--- src/rtl/pinbank_pkg.sv ---
package pinbank_pkg;
  localparam int ALT_SEL_W = 2;
  localparam int NUM_ALT   = 1 << ALT_SEL_W;

  typedef struct packed {
    logic                 out_val;
    logic                 irq_en;
    logic [ALT_SEL_W-1:0] alt_sel;
    logic                 alt_en;
    logic                 hiz;
    logic                 odrain;
    logic                 inv;
    logic                 dir_out;
  } pin_cfg_t;

  localparam int CFG_W = $bits(pin_cfg_t);
endpackage

--- src/rtl/pinbank_regs.sv ---
module pinbank_regs
  import pinbank_pkg::*;
#(
  parameter int NUM_PINS = 12,
  parameter int ADDR_W   = 4,
  parameter int DATA_W   = 16
) (
  input  logic                clk,
  input  logic                rst_n,
  input  logic                wr_en,
  input  logic [ADDR_W-1:0]   wr_addr,
  input  logic [DATA_W-1:0]   wr_data,
  input  logic [ADDR_W-1:0]   rd_addr,
  input  logic [NUM_PINS-1:0] level,
  output logic [DATA_W-1:0]   rd_data,
  output pin_cfg_t            cfg_o [NUM_PINS]
);
  localparam logic [ADDR_W-1:0] LEVEL_ADDR = ADDR_W'(NUM_PINS);

  pin_cfg_t cfg_q [NUM_PINS];

  for (genvar i = 0; i < NUM_PINS; i++) begin : g_word
    always_ff @(posedge clk or negedge rst_n) begin
      if (!rst_n) begin
        cfg_q[i] <= '0;
      end else if (wr_en && wr_addr == ADDR_W'(i)) begin
        cfg_q[i] <= pin_cfg_t'(wr_data[CFG_W-1:0]);
      end
    end
    assign cfg_o[i] = cfg_q[i];

    // a write to this pin's address is stored on the next edge
    assert_write_lands_R10: assert property (@(posedge clk) disable iff (!rst_n)
      (wr_en && wr_addr == ADDR_W'(i)) |=> (cfg_q[i] == $past(wr_data[CFG_W-1:0])));
  end

  always_comb begin
    rd_data = '0;
    for (int i = 0; i < NUM_PINS; i++) begin
      if (rd_addr == ADDR_W'(i)) rd_data = DATA_W'(cfg_q[i]);
    end
    if (rd_addr == LEVEL_ADDR) rd_data = DATA_W'(level);
  end
endmodule

--- src/rtl/pinbank_cell.sv ---
module pinbank_cell
  import pinbank_pkg::*;
(
  input  logic               clk,
  input  logic               rst_n,
  input  pin_cfg_t           cfg,
  input  logic               pad_in,
  input  logic [NUM_ALT-1:0] alt_src,
  output logic               pad_out,
  output logic               pad_oe,
  output logic               level,
  output logic               irq_evt
);
  logic sync1, sync2, level_prev;
  logic logical_val, pad_val;

  always_ff @(posedge clk or negedge rst_n) begin
    if (!rst_n) begin
      sync1      <= 1'b0;
      sync2      <= 1'b0;
      level_prev <= 1'b0;
    end else begin
      sync1      <= pad_in;
      sync2      <= sync1;
      level_prev <= level;
    end
  end

  assign level   = sync2 ^ cfg.inv;
  assign irq_evt = cfg.irq_en & level & ~level_prev;

  always_comb begin
    logical_val = cfg.alt_en ? alt_src[cfg.alt_sel] : cfg.out_val;
    pad_val     = logical_val ^ cfg.inv;
    if (!cfg.dir_out || cfg.hiz) begin
      pad_oe  = 1'b0;
      pad_out = cfg.odrain ? 1'b0 : pad_val;
    end else if (cfg.odrain) begin
      pad_oe  = ~pad_val;
      pad_out = 1'b0;
    end else begin
      pad_oe  = 1'b1;
      pad_out = pad_val;
    end
  end

  assert_input_quiet_R2: assert property (@(posedge clk) disable iff (!rst_n)
    !cfg.dir_out |-> !pad_oe);
  assert_od_never_high_R3: assert property (@(posedge clk) disable iff (!rst_n)
    (cfg.odrain && pad_oe) |-> !pad_out);
  assert_hiz_released_R4: assert property (@(posedge clk) disable iff (!rst_n)
    cfg.hiz |-> !pad_oe);
  assert_irq_single_R7: assert property (@(posedge clk) disable iff (!rst_n)
    irq_evt |=> !irq_evt);
endmodule

--- src/rtl/pinbank_ctrl.sv ---
module pinbank_ctrl
  import pinbank_pkg::*;
#(
  parameter int NUM_PINS = 12,
  parameter int ADDR_W   = 4,
  parameter int DATA_W   = 16
) (
  input  logic                clk,
  input  logic                rst_n,
  input  logic                wr_en,
  input  logic [ADDR_W-1:0]   wr_addr,
  input  logic [DATA_W-1:0]   wr_data,
  input  logic [ADDR_W-1:0]   rd_addr,
  output logic [DATA_W-1:0]   rd_data,
  input  logic [NUM_PINS-1:0] pad_in,
  output logic [NUM_PINS-1:0] pad_out,
  output logic [NUM_PINS-1:0] pad_oe,
  output logic [NUM_PINS-1:0] irq_evt,
  input  logic [NUM_ALT-1:0]  alt_src,
  output logic [NUM_ALT-1:0]  alt_dst
);
  pin_cfg_t            cfg [NUM_PINS];
  logic [NUM_PINS-1:0] level;

  pinbank_regs #(
    .NUM_PINS(NUM_PINS), .ADDR_W(ADDR_W), .DATA_W(DATA_W)
  ) u_regs (
    .clk(clk), .rst_n(rst_n), .wr_en(wr_en), .wr_addr(wr_addr),
    .wr_data(wr_data), .rd_addr(rd_addr), .level(level),
    .rd_data(rd_data), .cfg_o(cfg)
  );

  for (genvar i = 0; i < NUM_PINS; i++) begin : g_pin
    pinbank_cell u_cell (
      .clk(clk), .rst_n(rst_n), .cfg(cfg[i]), .pad_in(pad_in[i]),
      .alt_src(alt_src), .pad_out(pad_out[i]), .pad_oe(pad_oe[i]),
      .level(level[i]), .irq_evt(irq_evt[i])
    );
  end

  always_comb begin
    alt_dst = '0;
    for (int i = 0; i < NUM_PINS; i++) begin
      if (!cfg[i].dir_out && cfg[i].alt_en && level[i])
        alt_dst[cfg[i].alt_sel] = 1'b1;
    end
  end
endmodule

--- config.mk ---
export PLATFORM = sky130hd
export DESIGN_NAME = pinbank_ctrl
export DESIGN_NICKNAME = d
export VERILOG_FILES = /design/src/rtl/pinbank_pkg.sv /design/src/rtl/pinbank_regs.sv /design/src/rtl/pinbank_cell.sv /design/src/rtl/pinbank_ctrl.sv
export SDC_FILE = /design/constraint.sdc
export NUM_CORES = 1
export LEC_CHECK = 0
export ABC_AREA = 1
export BUFFER_PORTS_ARGS = -buffer_cell sky130_fd_sc_hd__buf_2
export CAP_MARGIN = 30
export CORE_AREA = 2 2 128 130
export DETAILED_ROUTE_END_ITERATION = 6
export DIE_AREA = 0 0 130 132
export HOLD_SLACK_MARGIN = 0.08
export PLACE_DENSITY = 0.7
export SETUP_SLACK_MARGIN = 0.2
export SLEW_MARGIN = 20
export SYNTH_ARGS = -nofsm -noshare
export SYNTH_HDL_FRONTEND = slang
export SYNTH_SLANG_ARGS = --single-unit
--- constraint.sdc ---
create_clock -name clk -period 1.85 [get_ports clk]
set_input_delay 0.185 -clock clk [delete_from_list [all_inputs] [get_ports clk]]
set_output_delay 0.185 -clock clk [all_outputs]
set_load 0.03 [all_outputs]
Word-level counts from Yosys, hierarchy flattened --
Index checks and enable logic that the tools add are counted.
Operators by class: bitwise logic cells 83, multiplexer cells 121, eq/ne operators 23, reduce and logical (&&, ||, !) cells 74, order comparisons 24
Operator list (count):
- $mux W16 | 12
- $mux W1 | 72
- $logic_and A1 B1 Y1 | 48
- $mux W4 | 12
- $or A4 B4 Y4 | 11
- $eq A4 B4 Y1 const B | 9
- $lt A2 B3 Y1 const B | 12
- $eq A4 B3 Y1 const B | 8
- $and A1 B1 Y1 | 24
- $bmux W1 S2 | 12
- $demux W1 S2 | 12
- $ge A2 B1 Y1 const B | 12
- $not A1 Y1 | 24
- $xor A1 B1 Y1 | 24
- $eq A4 B2 Y1 const B | 4
- $logic_not A1 Y1 | 12
- $logic_or A1 B1 Y1 | 12
- $mux W9 | 1
- $eq A4 B1 Y1 const B | 2
- $logic_not A4 Y1 | 2
Word-level totals: output and inout bits 56, flip-flop bits (word level) 144, word-level logic and storage cells 457, input bits 43

Depth between registers and ports, before layout --
word-level depth 27, gate-level depth with buffers 11, gate-level depth less buffers 11

Cells and area by module --
A second synthesis with hierarchy kept.
Unflattened totals: cells, all modules 1185, area total of the unflattened synthesis 8489.4 um^2
By module, submodules not included:
- pinbank_regs | area each 5039.8 um^2, seq. area each 2702.6 um^2, times used 1, cells an instance 633
- pinbank_cell | area each 234.0 um^2, seq. area each 75.1 um^2, times used 12, cells an instance 34
- pinbank_ctrl | area each 641.9 um^2, seq. area each 0.0 um^2, times used 1, cells an instance 144

Least setup slack after synthesis --
Ideal clock, no wire load.
path type reg2out, start point register u_regs.cfg_q (netlist bit u_regs.cfg_o[50]), end point output port pad_oe[6], cell stages (with the launch flop) 11, path slack 314 ps, path buffers 2, data required time 1665 ps, arrival time 1351 ps, cell sequence dfrtp_1 buf_2 inv_1 nand3_1 nand3_1 o22ai_1 or2_2 nand2_1 o211ai_1 inv_1 buf_4
Between the ends: longest elaborated chain between the ends 7
Ends and longest elaborated chain:
- start: declaration | line pinbank_regs.sv:20 | pin_cfg_t cfg_q [NUM_PINS];
- start signal: indexed assignment | line pinbank_regs.sv:27 | cfg_q[i] <= pin_cfg_t'(wr_data[CFG_W-1:0]);
- $bmux W1 S2 | line pinbank_cell.sv:33 | logical_val = cfg.alt_en ? alt_src[cfg.alt_sel] : cfg.out_val;
- $mux W1 (not written as such) | line pinbank_cell.sv:33
- $mux W1 | line pinbank_cell.sv:33
- $xor A1 B1 Y1 | line pinbank_cell.sv:34 | pad_val = logical_val ^ cfg.inv;
- $not A1 Y1 | line pinbank_cell.sv:39 | pad_oe = ~pad_val;
- $mux W1 | line pinbank_cell.sv:38 | end else if (cfg.odrain) begin
- $mux W1 | line pinbank_cell.sv:35 | if (!cfg.dir_out || cfg.hiz) begin
- end: declaration | line pinbank_ctrl.sv:17 | output logic [NUM_PINS-1:0] pad_oe,
No other way between the ends. The select of a mux whose other input is x is not followed.

Worst setup path in the final report --
start point register u_regs.cfg_q (netlist bit u_regs.cfg_o[10]), end point output port alt_dst[3]
Between the ends: longest elaborated chain between the ends 5
Ends and longest elaborated chain:
- $xor A1 B1 Y1 * | line pinbank_cell.sv:29 | assign level = sync2 ^ cfg.inv;
- via g_pin[10].u_cell.level | line pinbank_cell.sv:11 | output logic level,
- $logic_and A1 B1 Y1 * | line pinbank_ctrl.sv:44 | if (!cfg[i].dir_out && cfg[i].alt_en && level[i])
- $mux W4 * | line pinbank_ctrl.sv:44
- $or A4 B4 Y4 (no source line)
- $mux W4 * | line pinbank_ctrl.sv:44
- end: declaration | line pinbank_ctrl.sv:20 | output logic [NUM_ALT-1:0] alt_dst
The timed path passes the listed nets; every way through them passes the cells marked *.

==> key figures <==
Run status
  • Status: finished with violations
  • Failing checks: DRC, setup timing

Floorplanning
  • Die Y: 132 µm
  • Num ports: 99
  • DIE WIDTH: about 130 µm
  • Std cell rows: 46
  • Core Footprint: 15,710 µm²
  • Initial Utilization: 0.5005
  • Die area: 17,160 µm²

GRT
  • Number of global-route vias before repair: 7,636
  • Antenna violations before repair: 0
  • GRT overflow: 0
  • First-pass GRT wire length: 41.48 mm
  • Total Routing Usage GR: 0.3194
  • Largest net degree at the start of global routing: 44

Place
  • DP HPWL: around 18 mm
  • Pre-CTS setup slack: -0.1063 ns
  • Buffers on Ports: a little under 90
  • Gp weighted congestion: between 1 and 1.5

STA
  • Fmax: between 400 and 500 MHz
  • Final slew viol count: 0
  • Slew HR: 0.5347
  • Hold Vio Cnt, Final: 0
  • Setup WS post-layout: -0.2774 ns
  • Crit path time final: between 2 and 2.5 ns
  • Worst Skew: 0.007994 ns
  • Fin crit share: 1.150
  • Final setup violating endpoints: 38
  • RSZ-0062 raised after global routing: true
  • Least-Margin Pin Slew: 0.6973 ns

Clocking
  • CTS Sinks: 144
  • H-tree levels: 4
  • Number of CTS-inserted buffers: 17
  • CTS max path bufs: 2
  • CTS tree: done
  • Clock-pin slew on the worst setup and hold paths: around 0.060 ns
  • Root Driver: clkbuf_16
  • Skew-Pair Late Insertion Delay: between 0.4 and 0.5 ns

Logic synthesis
  • Post-synthesis instance area: 7864 µm²
  • Mapped Cells: 1,049
  • Main synth FF type: dfrtp_1
  • Synth top area share: 0.4582
  • Unique masters post-synth: 36
  • Yosys warns: 0
  • Number of synthesized flops with an enable pin: 0
  • Synth async-reset ratio: 1.000
  • Mean Syn Cell Area: 7.496 µm²
  • Dominant cell type by area after synthesis: dfrtp_1
  • Register area share after synthesis: 0.4582
  • Synth Register Bits: approximately 140
  • Area contributors post-synth: dfrtp_1 46%, nand2_1 13%, nand3_1 7.4%, o21ai_0 7.1%, inv_1 5.0%

Final layout
  • FILL cells: 1,240
  • Share of post-route cells with drive strength above 1: 0.3898
  • Fin util: 0.7074
  • Layout net count: 1,287
  • Syn-to-layout area delta: 41.35%
  • Ant diodes: 0
  • Sequential cell area: 3627 µm²
  • Multi-input logic area: 4106 µm²

Critical path
  • Worst R2R Path Depth: 9
  • Reg2reg setup slack: 0.31 ns
  • Worst flop-to-flop path endpoint: g_pin[11].u_cell.level_prev
  • CP endpoint kind: primary output
  • R2r startpoint: u_regs.cfg_o[1]
  • Crit path largest cell delay: 0.41 ns
  • CP Cell Sequence: xnor2_2 > inv_2 > nand2_2 > nor2_4 > nand3_2 > nand4_1 > nor3_1 > nand2_1 > buf_6
  • Critical Path Fanout Max: 4
  • Critical Path Start Type: flop
  • Critical Path RT: between 1.5 and 2 ns
  • Critical Path AT: 1.94 ns
  • CP max-delay cell: dfrtp_1
  • WS Path Type: reg -> out

Routing
  • DR iter-0 viols: about 880
  • Final wirelength: between 20 and 30 mm
  • Number of detailed-route iterations in the first pass: 7
  • Vias: 8,021
  • DRC violation count after routing: 8
  • Avg Vias per Cell: 5.445
  • Wire length per cell: 18.73 µm
  • Post-route ant nets: 0

Pwr
  • Power Dens Cells: between 1000 and 1500 nW/µm²
  • Lkg Pwr: approximately 5.3 nW
  • Internal power: 7.928 mW
  • Combinational share of power: 0.377
  • Reg power frac: 0.348
  • VDD IR max: ~760 µV
  • P_sw: 4.787 mW
  • Clock share of power: 0.275
  • Switching part of the total: 0.3765

Run
  • Max cap viols: 0

Hold path
  • Worst hold path class: in -> async
==> worst max-delay path by stage <==
stage                           start          to  slack (ns)  cells past startpoint
finish               u_regs.cfg_o[10]  alt_dst[3]       -0.28                      9
CTS                  u_regs.cfg_o[55]  alt_dst[3]       -0.25                      8
global route        u_regs.cfg_o[104]   pad_oe[0]       -0.37                     10
detailed placement         rd_addr[3]  rd_data[5]       -0.11                     12
global placement           rd_addr[3]  rd_data[6]       -0.09                     13
floorplan            u_regs.cfg_o[50]   pad_oe[6]        0.31                     10
==> layer usage <==
layer  vias up  GRT usage  wire (µm)  share of wire
met5         -          0          0              0
met4         0     0.1410       1044          0.038
met3        89    0.06372       2113          0.077
met2       371     0.4887      12970           0.47
met1      3804     0.4397      11460           0.42
li1       3757          -          -              -
==> cells in the mapped netlist (6+ instances only) <==
library cell  count
inv_1           104
o211ai_1          8
o21ai_0         111
inv_2             6
xor2_1            6
nand2_2          10
or2_2             9
a21oi_1          13
buf_2            10
dfrtp_1         144
buf_4            43
nor3_1           29
nor2_2            7
xnor2_1           7
clkbuf_1         20
nand4_1          19
nand3_1         117
o22ai_1           7
nand2_1         265
nor2_1           87
==> power groups by stage <==
stage                     combinational (mW)  clock (mW)  sequential, mW
after global routing                    5.12        3.64            4.48
final                                   4.80        3.50            4.42
after CTS                               4.27        3.51            4.34
after detailed placement                3.13           0            4.38
after global placement                  3.08           0            4.37
after floorplan                         2.36           0            4.19
==> critical path: cells and delay by family (launching register included) <==
| kind | cells | cell delay, ns |
|---|---|---|
| and+or+nand+nor | 6 | 0.67 |
| DFF | 1 | 0.41 |
| buffers and inverters | 2 | 0.23 |
| xor gates and xnor gates | 1 | 0.20 |
==> cells in the final DEF (no fill, tap or decap), types with 38 or more instances in the layout <==
| master | n |
|---|---|
| inv_1 | 75 |
| nand2_1 | 235 |
| buf_6 | 54 |
| nand2_2 | 38 |
| dfrtp_1 | 125 |
| buf_4 | 131 |
| nor2_1 | 58 |
| nand3_2 | 54 |
| nand3_1 | 66 |
| o21ai_0 | 107 |
==> through the flow <==
stage	hold WS, ns	instance area, µm²	setup TNS, ns	cells	power [mW]
final	0.2491	11120	-5.807	1473	12.72
after global routing	0.2853	11120	-8.902	1473	13.25
after CTS	0.2585	10570	-4.989	1451	12.12
after detailed placement	0.1408	8577	-0.7861	1332	7.507
after global placement	0.1406	8577	-0.4916	1332	7.449
after floorplan	-0.1106	7875	0	1052	6.546
==> flip-flops by register name, indices dropped and copies added, names as in the netlist <==
signal / cells
g_pin.u_cell.sync1: 12
g_pin.u_cell.level_prev: 12
g_pin.u_cell.sync2: 12
u_regs.cfg_o: 108
==> area by class of cell <==
| type | count | share of cell area |
|---|---|---|
| Clock inverter | 12 | 0.01193 |
| Tap cell | 216 | 0.02431 |
| Timing Repair Buffer | 246 | 0.1891 |
| Sequential cell | 144 | 0.3263 |
| Multi-Input combinational cell | 725 | 0.3694 |
| Clock buffer | 20 | 0.04108 |
| Inverter | 110 | 0.03782 |
==> what timing repair did <==
item / 4_1_cts / 5_1_grt
setup buffers: 67 / 22
hold buffers: 20 / 0
gates resized for setup: 232 / 95
hold endpoints to repair: 135 / 0
endpoints found under the setup margin: 46 / 52
pin swaps: 61 / 72
==> logic make-up (layout without fill, tap and decap cells) <==
logic type                count (synthesis)  in the layout  synth area share
DFF                                     144            144            0.4582
and+or+nand+nor                         559            559            0.3155
other                                     1              4         0.0004769
AOI/OAI and AO/OA                       148            148           0.09976
buffers and inverters                   183            388            0.1095
xor gates and xnor gates                 14             14           0.01655
Note: power is estimated with default switching activity, not from simulation.
